<file path="src/rtl/sr_seq_pkg.sv">
package sr_seq_pkg;
   typedef enum logic [1:0] {
      KIND_DATA   = 2'd0,
      KIND_XFER   = 2'd1,
      KIND_GLOBAL = 2'd2,
      KIND_RSVD   = 2'd3
   } sr_kind_e;
endpackage

</file>
<file path="src/rtl/sr_cs_edge.sv">
module sr_cs_edge (
   input  logic clk,
   input  logic rst_n,
   input  logic cs_n,
   output logic cs_rise
);
   logic cs_q;

   always_ff @(posedge clk or negedge rst_n) begin
      if (!rst_n) cs_q <= 1'b1;
      else        cs_q <= cs_n;
   end

   // deselect edge: high now, low one cycle ago
   assign cs_rise = cs_n && !cs_q;
endmodule

</file>
<file path="src/rtl/sr_pend.sv">
module sr_pend
   import sr_seq_pkg::*;
#(
   parameter int NCH  = 2,
   parameter int NREG = 4,
   parameter int DW   = 8
) (
   input  logic                  clk,
   input  logic                  rst_n,
   input  logic                  cs_n,
   input  logic                  wp_n,
   input  logic                  busy,
   input  logic                  cs_rise,
   input  logic                  req_valid,
   input  sr_kind_e              req_kind,
   input  logic [$clog2(NCH)-1:0]  req_chan,
   input  logic [$clog2(NREG)-1:0] req_idx,
   input  logic [DW-1:0]         req_data,
   input  logic [NCH*DW-1:0]     wiper_flat,
   input  logic                  extra_bit,
   output logic                  pend_v,
   output logic [NCH-1:0]        pend_mask,
   output logic [$clog2(NREG)-1:0] pend_idx,
   output logic [NCH*DW-1:0]     pend_data
);
   localparam int CW = $clog2(NCH);
   localparam int IW = $clog2(NREG);

   logic              arm;
   logic              drop;
   logic [NCH-1:0]    nxt_mask;
   logic [NCH*DW-1:0] nxt_data;

   assign arm  = req_valid && !cs_n && !busy && wp_n && (req_kind != KIND_RSVD);
   assign drop = cs_rise || (!cs_n && (extra_bit || !wp_n));

   for (genvar ch = 0; ch < NCH; ch++) begin : g_lane
      assign nxt_mask[ch] = (req_kind == KIND_GLOBAL) || (req_chan == CW'(ch));
      assign nxt_data[ch*DW +: DW] = (req_kind == KIND_DATA) ? req_data
                                                             : wiper_flat[ch*DW +: DW];
   end

   always_ff @(posedge clk or negedge rst_n) begin
      if (!rst_n) begin
         pend_v    <= 1'b0;
         pend_mask <= '0;
         pend_idx  <= '0;
         pend_data <= '0;
      end else if (arm) begin
         pend_v    <= 1'b1;
         pend_mask <= nxt_mask;
         pend_idx  <= IW'(req_idx);
         pend_data <= nxt_data;
      end else if (drop) begin
         pend_v    <= 1'b0;
      end
   end
endmodule

</file>
<file path="src/rtl/sr_busy_timer.sv">
module sr_busy_timer #(
   parameter int BUSY_TICKS = 5000
) (
   input  logic clk,
   input  logic rst_n,
   input  logic start,
   input  logic tick_en,
   output logic busy
);
   localparam int TW = $clog2(BUSY_TICKS + 1);

   logic [TW-1:0] left;

   always_ff @(posedge clk or negedge rst_n) begin
      if (!rst_n) begin
         busy <= 1'b0;
         left <= '0;
      end else if (start) begin
         busy <= 1'b1;
         left <= TW'(BUSY_TICKS);
      end else if (busy && tick_en) begin
         if (left == TW'(1)) begin
            busy <= 1'b0;
            left <= '0;
         end else begin
            left <= left - TW'(1);
         end
      end
   end
endmodule

</file>
<file path="src/rtl/sr_commit.sv">
module sr_commit #(
   parameter int NCH  = 2,
   parameter int NREG = 4,
   parameter int DW   = 8
) (
   input  logic                    clk,
   input  logic                    rst_n,
   input  logic                    start,
   input  logic [NCH-1:0]          pend_mask,
   input  logic [$clog2(NREG)-1:0] pend_idx,
   input  logic [NCH*DW-1:0]       pend_data,
   output logic [NCH-1:0]          st_we,
   output logic [$clog2(NREG)-1:0] st_idx,
   output logic [NCH*DW-1:0]       st_data
);
   always_ff @(posedge clk or negedge rst_n) begin
      if (!rst_n) begin
         st_we   <= '0;
         st_idx  <= '0;
         st_data <= '0;
      end else begin
         st_we <= start ? pend_mask : '0;
         if (start) begin
            st_idx  <= pend_idx;
            st_data <= pend_data;
         end
      end
   end
endmodule

</file>
<file path="src/rtl/sr_write_seq.sv">
module sr_write_seq
   import sr_seq_pkg::*;
#(
   parameter int NCH        = 2,
   parameter int NREG       = 4,
   parameter int DW         = 8,
   parameter int BUSY_TICKS = 5000,
   localparam int CW        = $clog2(NCH),
   localparam int IW        = $clog2(NREG)
) (
   input  logic              clk,
   input  logic              rst_n,
   input  logic              cs_n,
   input  logic              wp_n,
   input  logic              tick_en,
   input  logic              req_valid,
   input  logic [1:0]        req_kind,
   input  logic [CW-1:0]     req_chan,
   input  logic [IW-1:0]     req_idx,
   input  logic [DW-1:0]     req_data,
   input  logic [NCH*DW-1:0] wiper_flat,
   input  logic              extra_bit,
   output logic [NCH-1:0]    st_we,
   output logic [IW-1:0]     st_idx,
   output logic [NCH*DW-1:0] st_data,
   output logic              busy,
   output logic              standby
);
   initial begin
      assert (NCH >= 2)        else $fatal(1, "NCH must be at least 2");
      assert (NREG >= 2)       else $fatal(1, "NREG must be at least 2");
      assert (DW >= 1)         else $fatal(1, "DW must be positive");
      assert (BUSY_TICKS >= 1) else $fatal(1, "BUSY_TICKS must be positive");
   end

   logic              cs_rise;
   logic              pend_v;
   logic [NCH-1:0]    pend_mask;
   logic [IW-1:0]     pend_idx;
   logic [NCH*DW-1:0] pend_data;
   logic              start;

   sr_cs_edge u_edge (
      .clk     (clk),
      .rst_n   (rst_n),
      .cs_n    (cs_n),
      .cs_rise (cs_rise)
   );

   sr_pend #(.NCH(NCH), .NREG(NREG), .DW(DW)) u_pend (
      .clk        (clk),
      .rst_n      (rst_n),
      .cs_n       (cs_n),
      .wp_n       (wp_n),
      .busy       (busy),
      .cs_rise    (cs_rise),
      .req_valid  (req_valid),
      .req_kind   (sr_kind_e'(req_kind)),
      .req_chan   (req_chan),
      .req_idx    (req_idx),
      .req_data   (req_data),
      .wiper_flat (wiper_flat),
      .extra_bit  (extra_bit),
      .pend_v     (pend_v),
      .pend_mask  (pend_mask),
      .pend_idx   (pend_idx),
      .pend_data  (pend_data)
   );

   assign start = cs_rise && pend_v && !busy;

   sr_busy_timer #(.BUSY_TICKS(BUSY_TICKS)) u_timer (
      .clk     (clk),
      .rst_n   (rst_n),
      .start   (start),
      .tick_en (tick_en),
      .busy    (busy)
   );

   sr_commit #(.NCH(NCH), .NREG(NREG), .DW(DW)) u_commit (
      .clk       (clk),
      .rst_n     (rst_n),
      .start     (start),
      .pend_mask (pend_mask),
      .pend_idx  (pend_idx),
      .pend_data (pend_data),
      .st_we     (st_we),
      .st_idx    (st_idx),
      .st_data   (st_data)
   );

   assign standby = cs_n && !busy;
endmodule

</file>
<file path="config.mk">
export PLATFORM = sky130hd
export DESIGN_NAME = sr_write_seq
export DESIGN_NICKNAME = d
export VERILOG_FILES = /design/src/rtl/sr_seq_pkg.sv /design/src/rtl/sr_cs_edge.sv /design/src/rtl/sr_pend.sv /design/src/rtl/sr_busy_timer.sv /design/src/rtl/sr_commit.sv /design/src/rtl/sr_write_seq.sv
export SDC_FILE = /design/constraint.sdc
export NUM_CORES = 1
export LEC_CHECK = 0
export CAP_MARGIN = 20
export CELL_PAD_IN_SITES_DETAIL_PLACEMENT = 0
export CELL_PAD_IN_SITES_GLOBAL_PLACEMENT = 1
export CORE_MARGIN = 5
export CORE_UTILIZATION = 30
export CTS_BUF_LIST = sky130_fd_sc_hd__clkbuf_16
export CTS_CLUSTER_DIAMETER = 30
export DETAILED_ROUTE_END_ITERATION = 8
export DONT_BUFFER_PORTS = 1
export HOLD_SLACK_MARGIN = 0.06
export PLACE_DENSITY_LB_ADDON = 0.1
export SYNTH_ARGS = -nofsm -noshare
export SYNTH_HDL_FRONTEND = slang
export SYNTH_SLANG_ARGS = --single-unit
</file>
<file path="constraint.sdc">
create_clock -name clk -period 3.4 [get_ports clk]
set_input_delay 0.34 -clock clk [delete_from_list [all_inputs] [get_ports clk]]
set_output_delay 0.34 -clock clk [all_outputs]
set_load 0.02 [all_outputs]
</file>
==> impl_metrics.yaml <==
power:
  ir_worst_vdd_uv: 282
  p_comb_frac: 0.202
  internal_power_w: 0.00137
  p_clk_frac: 0.238
  p_seq_frac: 0.560
  p_per_area_mw_per_mm2: 761
  switchingPower_w: 0.000730
  p_leak_nw: 1.28
  swShare: 0.347
worst_setup_path:
  regToRegSetupSlack_ns: 1.13
  crit_slowest_cell: "nand3b_1"
  max_stage_delay_ns: 0.59
  path_buf_inv: 1
  ff2ff_path_depth: 5
  cp_top_family: "simple AND/OR/NAND/NOR gates"
  crit_cells: 5
  cp_cell_sequence: "nor2b_1 -> nand3b_1 -> buf_4 -> nand3_1 -> o31ai_1"
  cp-start-kind: "flip-flop"
  worstSetupEndpointType: "flip-flop"
  crit_type: "flip-flop to flip-flop"
  crit_required_ns: 3.57
  crit_path_max_fanout: 15
  cp.arrival_ns: 2.44
sta:
  hold_ws_ns: 0.199
  rsz0062_at_grt: "false"
  fmax_mhz: 440
  final.setup_skew_ns: 0.00344
  drv_slew: 0
  maxSlewHeadroom: 0.572
  fin_crit_ns: 2.27
  worst_pin_slew_ns: 0.639
  fin_ws_ns: 1.13
  layout_worst_path_cycle_share: 0.668
  setup_violations: 0
  tns_ns: 0
  final-hold-violation-count: 0
logic_synthesis:
  synthDistinctLibCells: 37
  synth_fp_nets: 300
  yosys_warnings: 0
  ys_seq_area_frac: 0.571
  netlist_area_mm2: 0.00246
  syn_avg_cell_area_um2: 9.38
  syn-instance-count: 262
  yosys_register_bits: 56
hold_path:
  whs_path_depth: 1
  hp-class: "input port to flip-flop"
floorplan:
  die_w_um: 101
  core_area_mm2: 0.00809
  dieArea_mm2: 0.0101
  die_height_um: 101
  start_util: 0.304
  io_pins: 58
  std_cell_rows: 33
grt:
  antenna_found_initial: 0
  grt_pass1_wl_mm: 9.92
  first_global_vias: 1812
  grt_overflow: 0
  grt_usage: 0.124
  grt_start_max_net_pins: 57
route:
  drcViolationCount: 0
  routed_wl_mm: 5.86
  num_vias: 1787
  ant_nets: 0
  first_pass_iters: 4
  wl_per_cell_um: 15.8
  via_per_inst: 4.82
  drt_iter0_drc: 47
clock_network:
  cts.path.max_buffers: 2
  cts_buffers: 5
  clock_sinks: 56
  cts_max_level: 2
  cts_setup_buffers: 0
  cts_tree: "yes"
  clkTransAtPathRegs_ns: 0.07
  clockRootBuffer: "clkbuf_16"
  clkLatencyLatePin_ns: 0.29
placed_design:
  port_buffers: 0
  place.gp.congestion: 0.699
  place_ws_ns: 1.06
  dpl.hpwl_mm: 4.14
final_layout:
  drive_gt1_frac: 0.0752
  layout_commonest_cell: "nand2_1"
  layout_common_cells: "nand2_1 (84), dfrtp_1 (55), o21ai_0 (22)"
  diodes: 0
  nNetsFinal: 303
  area_growth_pct: 12.4
run_status:
  outcome: "finished clean"
job:
  cap_violations: 0
==> synthesized netlist by cell type <==
cell type	count	share of area
nor2b_1	3	0.0076
nor3b_2	1	0.0051
o32ai_1	1	0.0036
or4_1	5	0.015
nor2_1	4	0.0061
or4_4	1	0.0046
o31ai_1	3	0.0092
nor3_1	1	0.0020
mux2_2	2	0.0092
a211o_1	1	0.0036
and4_1	1	0.0036
nand3_1	10	0.020
and3_1	1	0.0025
inv_1	3	0.0046
dfstp_2	1	0.011
nor3_2	1	0.0041
a21oi_1	21	0.043
dfrtp_1	55	0.56
o22ai_1	1	0.0025
nand2_1	84	0.13
o21ai_1	1	0.0020
o21ai_0	22	0.045
and4bb_2	1	0.0051
clkbuf_1	6	0.0092
ha_1	2	0.010
a22oi_1	1	0.0031
nor4_1	1	0.0025
nand3b_1	1	0.0031
or2_2	2	0.0051
nor3_4	1	0.0066
and2_1	11	0.028
a21o_1	1	0.0031
nand4_1	2	0.0051
or3_1	2	0.0051
o311ai_0	2	0.0071
nor3b_1	2	0.0061
buf_2	4	0.0081
==> sequential cells by signal (all words and copies together), names as in the netlist <==
name	count
u_commit.st_idx	2
u_timer.left	13
u_pend.pend_mask	2
u_edge.cs_q	1
u_timer.busy	1
u_pend.pend_data	16
u_pend.pend_idx	2
u_pend.pend_v	1
u_commit.st_we	2
u_commit.st_data	16
==> worst paths after layout <==
| check | start | to |
|---|---|---|
| worst max-delay path | u_timer.busy | u_timer.left[0] |
| worst min-delay path | req_idx[1] | u_pend.pend_idx[1] |
| worst max register to register | u_timer.busy | u_timer.left[0] |
| worst min register to register | u_pend.pend_idx[0] | u_commit.st_idx[0] |
| max in group asynchronous | rst_n | u_edge.cs_q |
| min in group asynchronous | rst_n | u_timer.left[4] |
==> what timing repair did <==
action	4_1_cts	5_1_grt
setup endpoints to repair	0	0
hold buffers	3	0
hold endpoints to repair	57	0
gates resized for setup	0	0
==> routing by layer <==
layer,vias up,share of wire,global-route usage
met5,-,0,0
met4,0,0.0090,0.0280
met3,4,0.068,0.0457
met2,43,0.47,0.196
met1,845,0.45,0.164
li1,895,-,-
==> power groups by stage <==
stage / registers [W] / logic, W / clock network [W]
after global placement: 0.00120 / 0.000409 / 0
after CTS: 0.00118 / 0.000434 / 0.000521
after global routing: 0.00122 / 0.000503 / 0.000546
after detailed placement: 0.00120 / 0.000412 / 0
after floorplan: 0.00113 / 0.000345 / 0
final: 0.00118 / 0.000425 / 0.000500
==> cells by family (layout without fill, tap and decap cells) <==
family	Yosys count	in the layout	share of synthesized area
and+or+nand+nor	135	135	0.266
DFF	56	56	0.571
AOI/OAI and AO/OA	54	54	0.122
buffers and inverters	13	17	0.0219
adders and majority gates	2	2	0.0102
muxes	2	2	0.00916
==> layout make-up <==
type                       instances  area (um^2)
fill                             894         5330
sequential                        56         1400
multi-input combinational        193         1010
tap                              105          131
clock buffer                       5          125
timing repair buffer               6         70.1
clock inverter                     3         15.0
inverter                           3         11.3
==> worst register-to-register path, cell delays in order, from the launching register on <==
cell and delay [ns]:
dfrtp_1 0.52, nor2b_1 0.49, nand3b_1 0.59, buf_4 0.40, nand3_1 0.09, o31ai_1 0.07
==> through the flow <==
step	total power [W]	utilization	area [um^2]	std cells
finish	0.00210	0.341	2760	371
global route	0.00227	0.341	2760	371
CTS	0.00214	0.341	2760	371
detailed placement	0.00161	0.318	2570	360
global placement	0.00161	0.318	2570	360
floorplan	0.00148	-	2460	262
No activity file was read; power rests on OpenSTA's default activity.
